[config.mk]
export PLATFORM = sky130hd
export DESIGN_NAME = modem_ctl_loop
export DESIGN_NICKNAME = d
export VERILOG_FILES = /design/src/rtl/modem_ctl_pkg.sv /design/src/rtl/modem_ctl_reg.sv /design/src/rtl/modem_ctl_route.sv /design/src/rtl/modem_ctl_irq.sv /design/src/rtl/modem_ctl_loop.sv
export SDC_FILE = /design/constraint.sdc
export NUM_CORES = 1
export LEC_CHECK = 0
export BUFFER_PORTS_ARGS = -buffer_cell sky130_fd_sc_hd__clkbuf_2
export CAP_MARGIN = 20
export CORE_MARGIN = 2
export CORE_UTILIZATION = 40
export DETAILED_ROUTE_END_ITERATION = 16
export GPL_TIMING_DRIVEN = 0
export PLACE_DENSITY = 0.84
export SLEW_MARGIN = 20
export SYNTH_ARGS = -nofsm -noshare
export SYNTH_HDL_FRONTEND = slang
export SYNTH_HIERARCHICAL = 1
export SYNTH_SLANG_ARGS = --single-unit
[constraint.sdc]
create_clock -name clk -period 1.36 [get_ports clk]
set_input_delay 0.068 -clock clk [delete_from_list [all_inputs] [get_ports clk]]
set_output_delay 0.068 -clock clk [all_outputs]
set_load 0.01 [all_outputs]
[src/rtl/modem_ctl_pkg.sv]
package modem_ctl_pkg;
  localparam int BYTE_W = 8;
  localparam int CTRL_W = 5;

  typedef struct packed {
    logic loop;
    logic aux2;
    logic aux1;
    logic req;
    logic term;
  } ctrl_t;

  localparam logic [BYTE_W-1:0] KEEP_MASK = BYTE_W'((1 << CTRL_W) - 1);
  localparam int N_STAT = 4;
endpackage

[src/rtl/modem_ctl_reg.sv]
module modem_ctl_reg
  import modem_ctl_pkg::*;
#(
  parameter int DATA_W = BYTE_W
) (
  input  logic              clk,
  input  logic              rst,
  input  logic              wr_en,
  input  logic [DATA_W-1:0] wr_data,
  output ctrl_t             ctrl,
  output logic [DATA_W-1:0] rd_data
);
  logic [DATA_W-1:0] byte_q;

  always_ff @(posedge clk) begin
    if (rst) byte_q <= '0;
    else if (wr_en) byte_q <= wr_data & DATA_W'(KEEP_MASK);
  end

  assign ctrl    = ctrl_t'(byte_q[CTRL_W-1:0]);
  assign rd_data = byte_q;

  p_write_r2: assert property (@(posedge clk) disable iff (rst)
    wr_en |=> rd_data == ($past(wr_data) & DATA_W'(KEEP_MASK)));
  p_hold_r10: assert property (@(posedge clk) disable iff (rst)
    !wr_en |=> $stable(rd_data));
endmodule

[src/rtl/modem_ctl_route.sv]
module modem_ctl_route
  import modem_ctl_pkg::*;
#(
  parameter logic MARK = 1'b1
) (
  input  logic              clk,
  input  logic              rst,
  input  ctrl_t             ctrl,
  input  logic [N_STAT-1:0] stat_ext_i,
  output logic [N_STAT-1:0] stat_o,
  output logic [N_STAT-1:0] pin_o,
  input  logic              tx_i,
  output logic              tx_o,
  input  logic              rx_i,
  output logic              rx_o
);
  // stat/pin order: [0]=cts/dtr [1]=dsr/rts [2]=ri/aux1 [3]=dcd/aux2
  logic [N_STAT-1:0] loop_src;
  logic [N_STAT-1:0] pin_norm;
  logic [N_STAT-1:0] pin_loop;

  assign loop_src = {ctrl.aux2, ctrl.aux1, ctrl.term, ctrl.req};
  assign pin_norm = {ctrl.aux2, ctrl.aux1, ctrl.req, ctrl.term};
  assign pin_loop = 4'b1100;

  for (genvar g = 0; g < N_STAT; g++) begin : g_line
    always_ff @(posedge clk) begin
      if (rst) begin
        stat_o[g] <= 1'b0;
        pin_o[g]  <= 1'b0;
      end else begin
        stat_o[g] <= ctrl.loop ? loop_src[g] : stat_ext_i[g];
        pin_o[g]  <= ctrl.loop ? pin_loop[g] : pin_norm[g];
      end
    end
  end

  always_ff @(posedge clk) begin
    if (rst) begin
      tx_o <= MARK;
      rx_o <= MARK;
    end else begin
      tx_o <= ctrl.loop ? MARK : tx_i;
      rx_o <= ctrl.loop ? tx_i : rx_i;
    end
  end

  p_tx_mark_r6: assert property (@(posedge clk) disable iff (rst)
    ctrl.loop |=> tx_o == MARK);
  p_rx_loop_r6: assert property (@(posedge clk) disable iff (rst)
    ctrl.loop |=> rx_o == $past(tx_i));
  p_aux_forced_r8: assert property (@(posedge clk) disable iff (rst)
    ctrl.loop |=> (pin_o == 4'b1100));
  p_cts_from_req_r7: assert property (@(posedge clk) disable iff (rst)
    ctrl.loop |=> stat_o[0] == $past(ctrl.req));
  p_pins_follow_r3: assert property (@(posedge clk) disable iff (rst)
    !ctrl.loop |=> pin_o[0] == $past(ctrl.term) && pin_o[3] == $past(ctrl.aux2));
endmodule

[src/rtl/modem_ctl_irq.sv]
module modem_ctl_irq
  import modem_ctl_pkg::*;
(
  input  logic  clk,
  input  logic  rst,
  input  ctrl_t ctrl,
  input  logic  irq_i,
  output logic  irq_o
);
  always_ff @(posedge clk) begin
    if (rst) irq_o <= 1'b0;
    else     irq_o <= irq_i & ctrl.aux2 & ~ctrl.loop;
  end

  p_loop_quiet_r9: assert property (@(posedge clk) disable iff (rst)
    ctrl.loop |=> !irq_o);
  p_gate_off_r5: assert property (@(posedge clk) disable iff (rst)
    !ctrl.aux2 |=> !irq_o);
endmodule

[src/rtl/modem_ctl_loop.sv]
module modem_ctl_loop
  import modem_ctl_pkg::*;
#(
  parameter int   DATA_W = BYTE_W,
  parameter logic MARK   = 1'b1
) (
  input  logic              clk,
  input  logic              rst,
  input  logic              wr_en,
  input  logic [DATA_W-1:0] wr_data,
  output logic [DATA_W-1:0] rd_data,
  output logic              dtr_o,
  output logic              rts_o,
  output logic              out1_o,
  output logic              out2_o,
  input  logic              cts_i,
  input  logic              dsr_i,
  input  logic              ri_i,
  input  logic              dcd_i,
  output logic              cts_o,
  output logic              dsr_o,
  output logic              ri_o,
  output logic              dcd_o,
  input  logic              tx_i,
  output logic              tx_o,
  input  logic              rx_i,
  output logic              rx_o,
  input  logic              irq_i,
  output logic              irq_o
);
  ctrl_t             ctrl;
  logic [N_STAT-1:0] stat_q;
  logic [N_STAT-1:0] pin_q;

  modem_ctl_reg #(.DATA_W(DATA_W)) u_reg (
    .clk(clk), .rst(rst), .wr_en(wr_en), .wr_data(wr_data),
    .ctrl(ctrl), .rd_data(rd_data)
  );

  modem_ctl_route #(.MARK(MARK)) u_route (
    .clk(clk), .rst(rst), .ctrl(ctrl),
    .stat_ext_i({dcd_i, ri_i, dsr_i, cts_i}),
    .stat_o(stat_q), .pin_o(pin_q),
    .tx_i(tx_i), .tx_o(tx_o), .rx_i(rx_i), .rx_o(rx_o)
  );

  modem_ctl_irq u_irq (
    .clk(clk), .rst(rst), .ctrl(ctrl), .irq_i(irq_i), .irq_o(irq_o)
  );

  assign {dcd_o, ri_o, dsr_o, cts_o} = stat_q;
  assign {out2_o, out1_o, rts_o, dtr_o} = pin_q;

  p_ext_status_r4: assert property (@(posedge clk) disable iff (rst)
    !ctrl.loop |=> cts_o == $past(cts_i) && dcd_o == $past(dcd_i));
  p_no_leak_r9: assert property (@(posedge clk) disable iff (rst)
    irq_o |-> $past(!ctrl.loop && ctrl.aux2 && irq_i));
endmodule

======== After elaboration in Yosys (flattened, before gate mapping) ========
Index checks and enable logic that the tools add are counted.
word-level totals
  flip-flop bits (word level) ............. 16
  word-level logic and storage cells ...... 23
operators by class
  reduce and logical (&&, ||, !) cells .... 1
  muxes and demuxes ....................... 7
  bitwise operators ....................... 3
operators with widths
  kind                number
  2-to-1 mux 1 bit    7
  bitwise AND 1 bit   2
  OR reduction 2 bit  1
  inverter 1 bit      1

======== Depth between registers and ports, before layout ========
  depth after elaboration ................. 2
  gate-level depth with buffers ........... 3
  mapped depth without buffers ............ 2

======== Cells and area by module ========
The synthesis kept the hierarchy.
by module, submodules not included
  module           area each (µm²)  cells each  instances
  modem_ctl_route  326.6            29          1
  modem_ctl_reg    244.0            25          1
  modem_ctl_irq    32.5             2           1

======== Least setup slack after synthesis ========
Ideal clock, no wire load.
  path kind ............................... register to register
  start ................................... register u_reg.byte_q[4] (netlist: u_reg/rd_data[4])
  end ..................................... register u_route.rx_o
  buffers on the path ..................... 0
  cell stages (with the launch flop) ...... 3
  library setup time ...................... 120 ps
  setup slack ............................. 419 ps
  arrival time ............................ 821 ps
  cells stage by stage .................... dfxtp_1 > and2b_2 > a211o_2
on the way
  longest elaborated chain between the ends .. 1
ends and longest elaborated chain
  element                   line                   text
  start: declaration        modem_ctl_reg.sv:13    logic [DATA_W-1:0] byte_q;
  start signal: assignment  modem_ctl_reg.sv:17    else if (wr_en) byte_q <= wr_data & DATA_W'(KEEP_MASK);
  2-to-1 mux 1 bit          modem_ctl_route.sv:44  rx_o <= ctrl.loop ? tx_i : rx_i;
  end signal: assignment    modem_ctl_route.sv:44
  end: declaration          modem_ctl_route.sv:15  output logic rx_o
No other way between the ends.
A chain may end at the register's enable or synchronous reset.

======== Final worst setup path ========
Same ends and word-level chain as after synthesis.

==> metrics.txt <==
outcome=finished, final reports clean; fmax=0.9684 GHz; Root Driver=clkbuf_4; slowest cell on the critical path=dfxtp_1; design area=822.0 um^2; largest net degree at the start of global routing=11; htree depth=1; Vias/cell=4.435; XOR/XNOR share of the synthesized area=0%; Initial Utilization=41.48%; routed length on met2=a little under 600 um; Die Ht=42.83 um; fin crit share=75.93%; Placer Congestion=0.6890; sequential-to-total area share from yosys stat=53.11%; Hold Crit Class=in -> reg; routed len/inst=10.52 um; synth warn=6; CP Max Fanout=5; CTS tree=built; most instantiated cells after synthesis=16 x dfxtp_1, 13 x nor2_1, 9 x mux2i_1, 8 x buf_4; residual DRC count=0; maxcap violations=0; clock sinks=16; crit path DAT=1.21 ns; Yosys top cell by area=dfxtp_1; CTS Buf Count=3; CORE AREA=1454 um^2; met3 WL=97 um; leakage power=0.0004323 uW; DRT Pass-1 Iters=4; Tot GR Track Use=13.23%; number of flops mapped to enable cells by yosys=0; Die Area=1834 um^2; Final ANT Viol Nets=0; initial antenna violation count=0; Slew Limit Fails=0; P&R area growth vs syn=36.31%; post-CTS sizing=0; final hold violations=0; Avg Inst Size Synth=approximately 11 um^2; Synth Area in Simple Gates=15.15%; Setup TNS Final=0 ns; initial DRC count=4; Post-layout nets=111; share of cells above drive strength 1=51.09%; Rows=14; clk buf depth=2; RSZ-0062 raised after global routing=false; crit start category=register; Compound-Gate Fraction of Synth Area=1.660%; worst hold slack=0.01637 ns; total grt overflow=0; CP cell instances=and2b_2, a211o_2; mapped cell area=603.1 um^2; largest stage delay on the critical path=0.43 ns; Seq cells post-synth=16; die width=between 40 and 50 um; vias in the first global route=442; CP Class=reg -> reg; Design Power=955.3 uW; top cell type's share of synthesized area=a little over half; async set-reset flop share out of synthesis=0%; setup violators final=0; ys flop type=dfxtp_1; Yosys cell types=12; Clock Skew=0.0007089 ns; Clk pin slew, worst setup/hold paths=about 0.090 ns; Placed Area=775.7 um^2; synthesized instance count=56; Clock Latency Late Sink=0.28 ns; P per Cell Area=1162 nW/um^2; post-CTS setup buffer count=0; minimum clock period after layout=1.033 ns; adder-cell share of the synthesized area=0%; VDD IR-drop max=about 0.57 mV; WP data required=approximately 1.5 ns; vias=479; Post-Route WL=1.136 mm; most common cell in the netlist=dfxtp_1; port bufs=29; largest family of logic cells by synthesized area=simple AND/OR/NAND/NOR gates; top layer in use=met4; synth top area cells=dfxtp_1 53%, mux2i_1 15%, buf_4 10%; dpl hpwl=around 860 um; n_diodes=0; hold buffers post-CTS=1; post-synthesis mux area share=14.94%; Ports=37; first-pass GRT wire length=between 1.5 and 2 mm; Setup crit end kind=register; met1 wire length=426 um
[area by class of cell]
cell class	instances	area, um^2
fill	141	631.9
sequential	16	320.3
multi-input combinational	31	202.7
timing repair buffer	30	155.1
buffer	11	87.58
clock buffer	4	36.28
tap	16	20.02
[sequential cells by signal (all words and copies together), names as in the netlist]
name / count
u_route/pin_o: 4
u_route/rx_o: 1
u_route/tx_o: 1
u_reg/rd_data: 5
u_route/stat_o: 4
u_irq/irq_o: 1
[layout by cell type (no fill, tap or decap)]
master / Yosys / routed
dfxtp_1: 16 / 16
conb_1: 1 / 3
nor2_1: 13 / 13
a211o_2: 1 / 1
buf_2: 1 / 1
buf_6: 2 / 2
mux2i_1: 9 / 9
nor3b_1: 2 / 2
dlygate4sd3_1: 0 / 1
clkbuf_8: 0 / 1
or3_1: 1 / 1
buf_4: 8 / 8
clkbuf_2: 0 / 29
and2b_2: 1 / 1
and4bb_2: 1 / 1
clkbuf_4: 0 / 3
[path summary, 6_finish.rpt]
path                                  from                            to  slack [ns]  depth (start not counted)
min reg2reg  u_reg/rd_data[2]$_SDFFE_PP0P_   u_route/pin_o[2]$_SDFF_PP0_        0.52                          2
max reg2reg  u_reg/rd_data[4]$_SDFFE_PP0P_       u_route/rx_o$_SDFF_PP1_        0.33                          2
min                                  dsr_i  u_route/stat_o[1]$_SDFF_PP0_        0.02                          3
max          u_reg/rd_data[4]$_SDFFE_PP0P_       u_route/rx_o$_SDFF_PP1_        0.33                          2
[report_power, final]
part           internal, uW  total (uW)  switching (uW)
sequential              495         510            14.4
combinational          78.6         141            62.6
clock                   163         304             142
total                   737         955             219
[metal layers]
metal / track usage [%] / up-vias
met5: 0 / -
met4: 9.375 / 0
met3: 3.830 / 2
met2: 23.94 / 23
met1: 12.40 / 212
li1: - / 242
[worst max-delay path: cells and delay by family (launching register included)]
kind / cells / cell delay, ns
flip-flops: 1 / 0.43
AO/OA/AOI/OAI: 1 / 0.26
AND/OR/NAND/NOR: 1 / 0.24
[metrics by stage]
stage | utilization, % | worst slack [ns] | cells
2_1_floorplan | - | 0.4188 | 58
3_3_place_gp | 53.36 | 0.3710 | 103
3_5_place_dp | 53.36 | 0.3258 | 103
4_1_cts | 56.54 | 0.3129 | 108
5_1_grt | 56.54 | 0.2776 | 108
6_report | 56.54 | 0.3274 | 108
[cell families after synthesis]
kind of cell           count (synthesis)
AOI/OAI and AO/OA                      1
buffers and inverters                 11
DFF                                   16
muxes                                  9
other                                  1
and+or+nand+nor                       18
No activity file was read; power rests on OpenSTA's default activity.
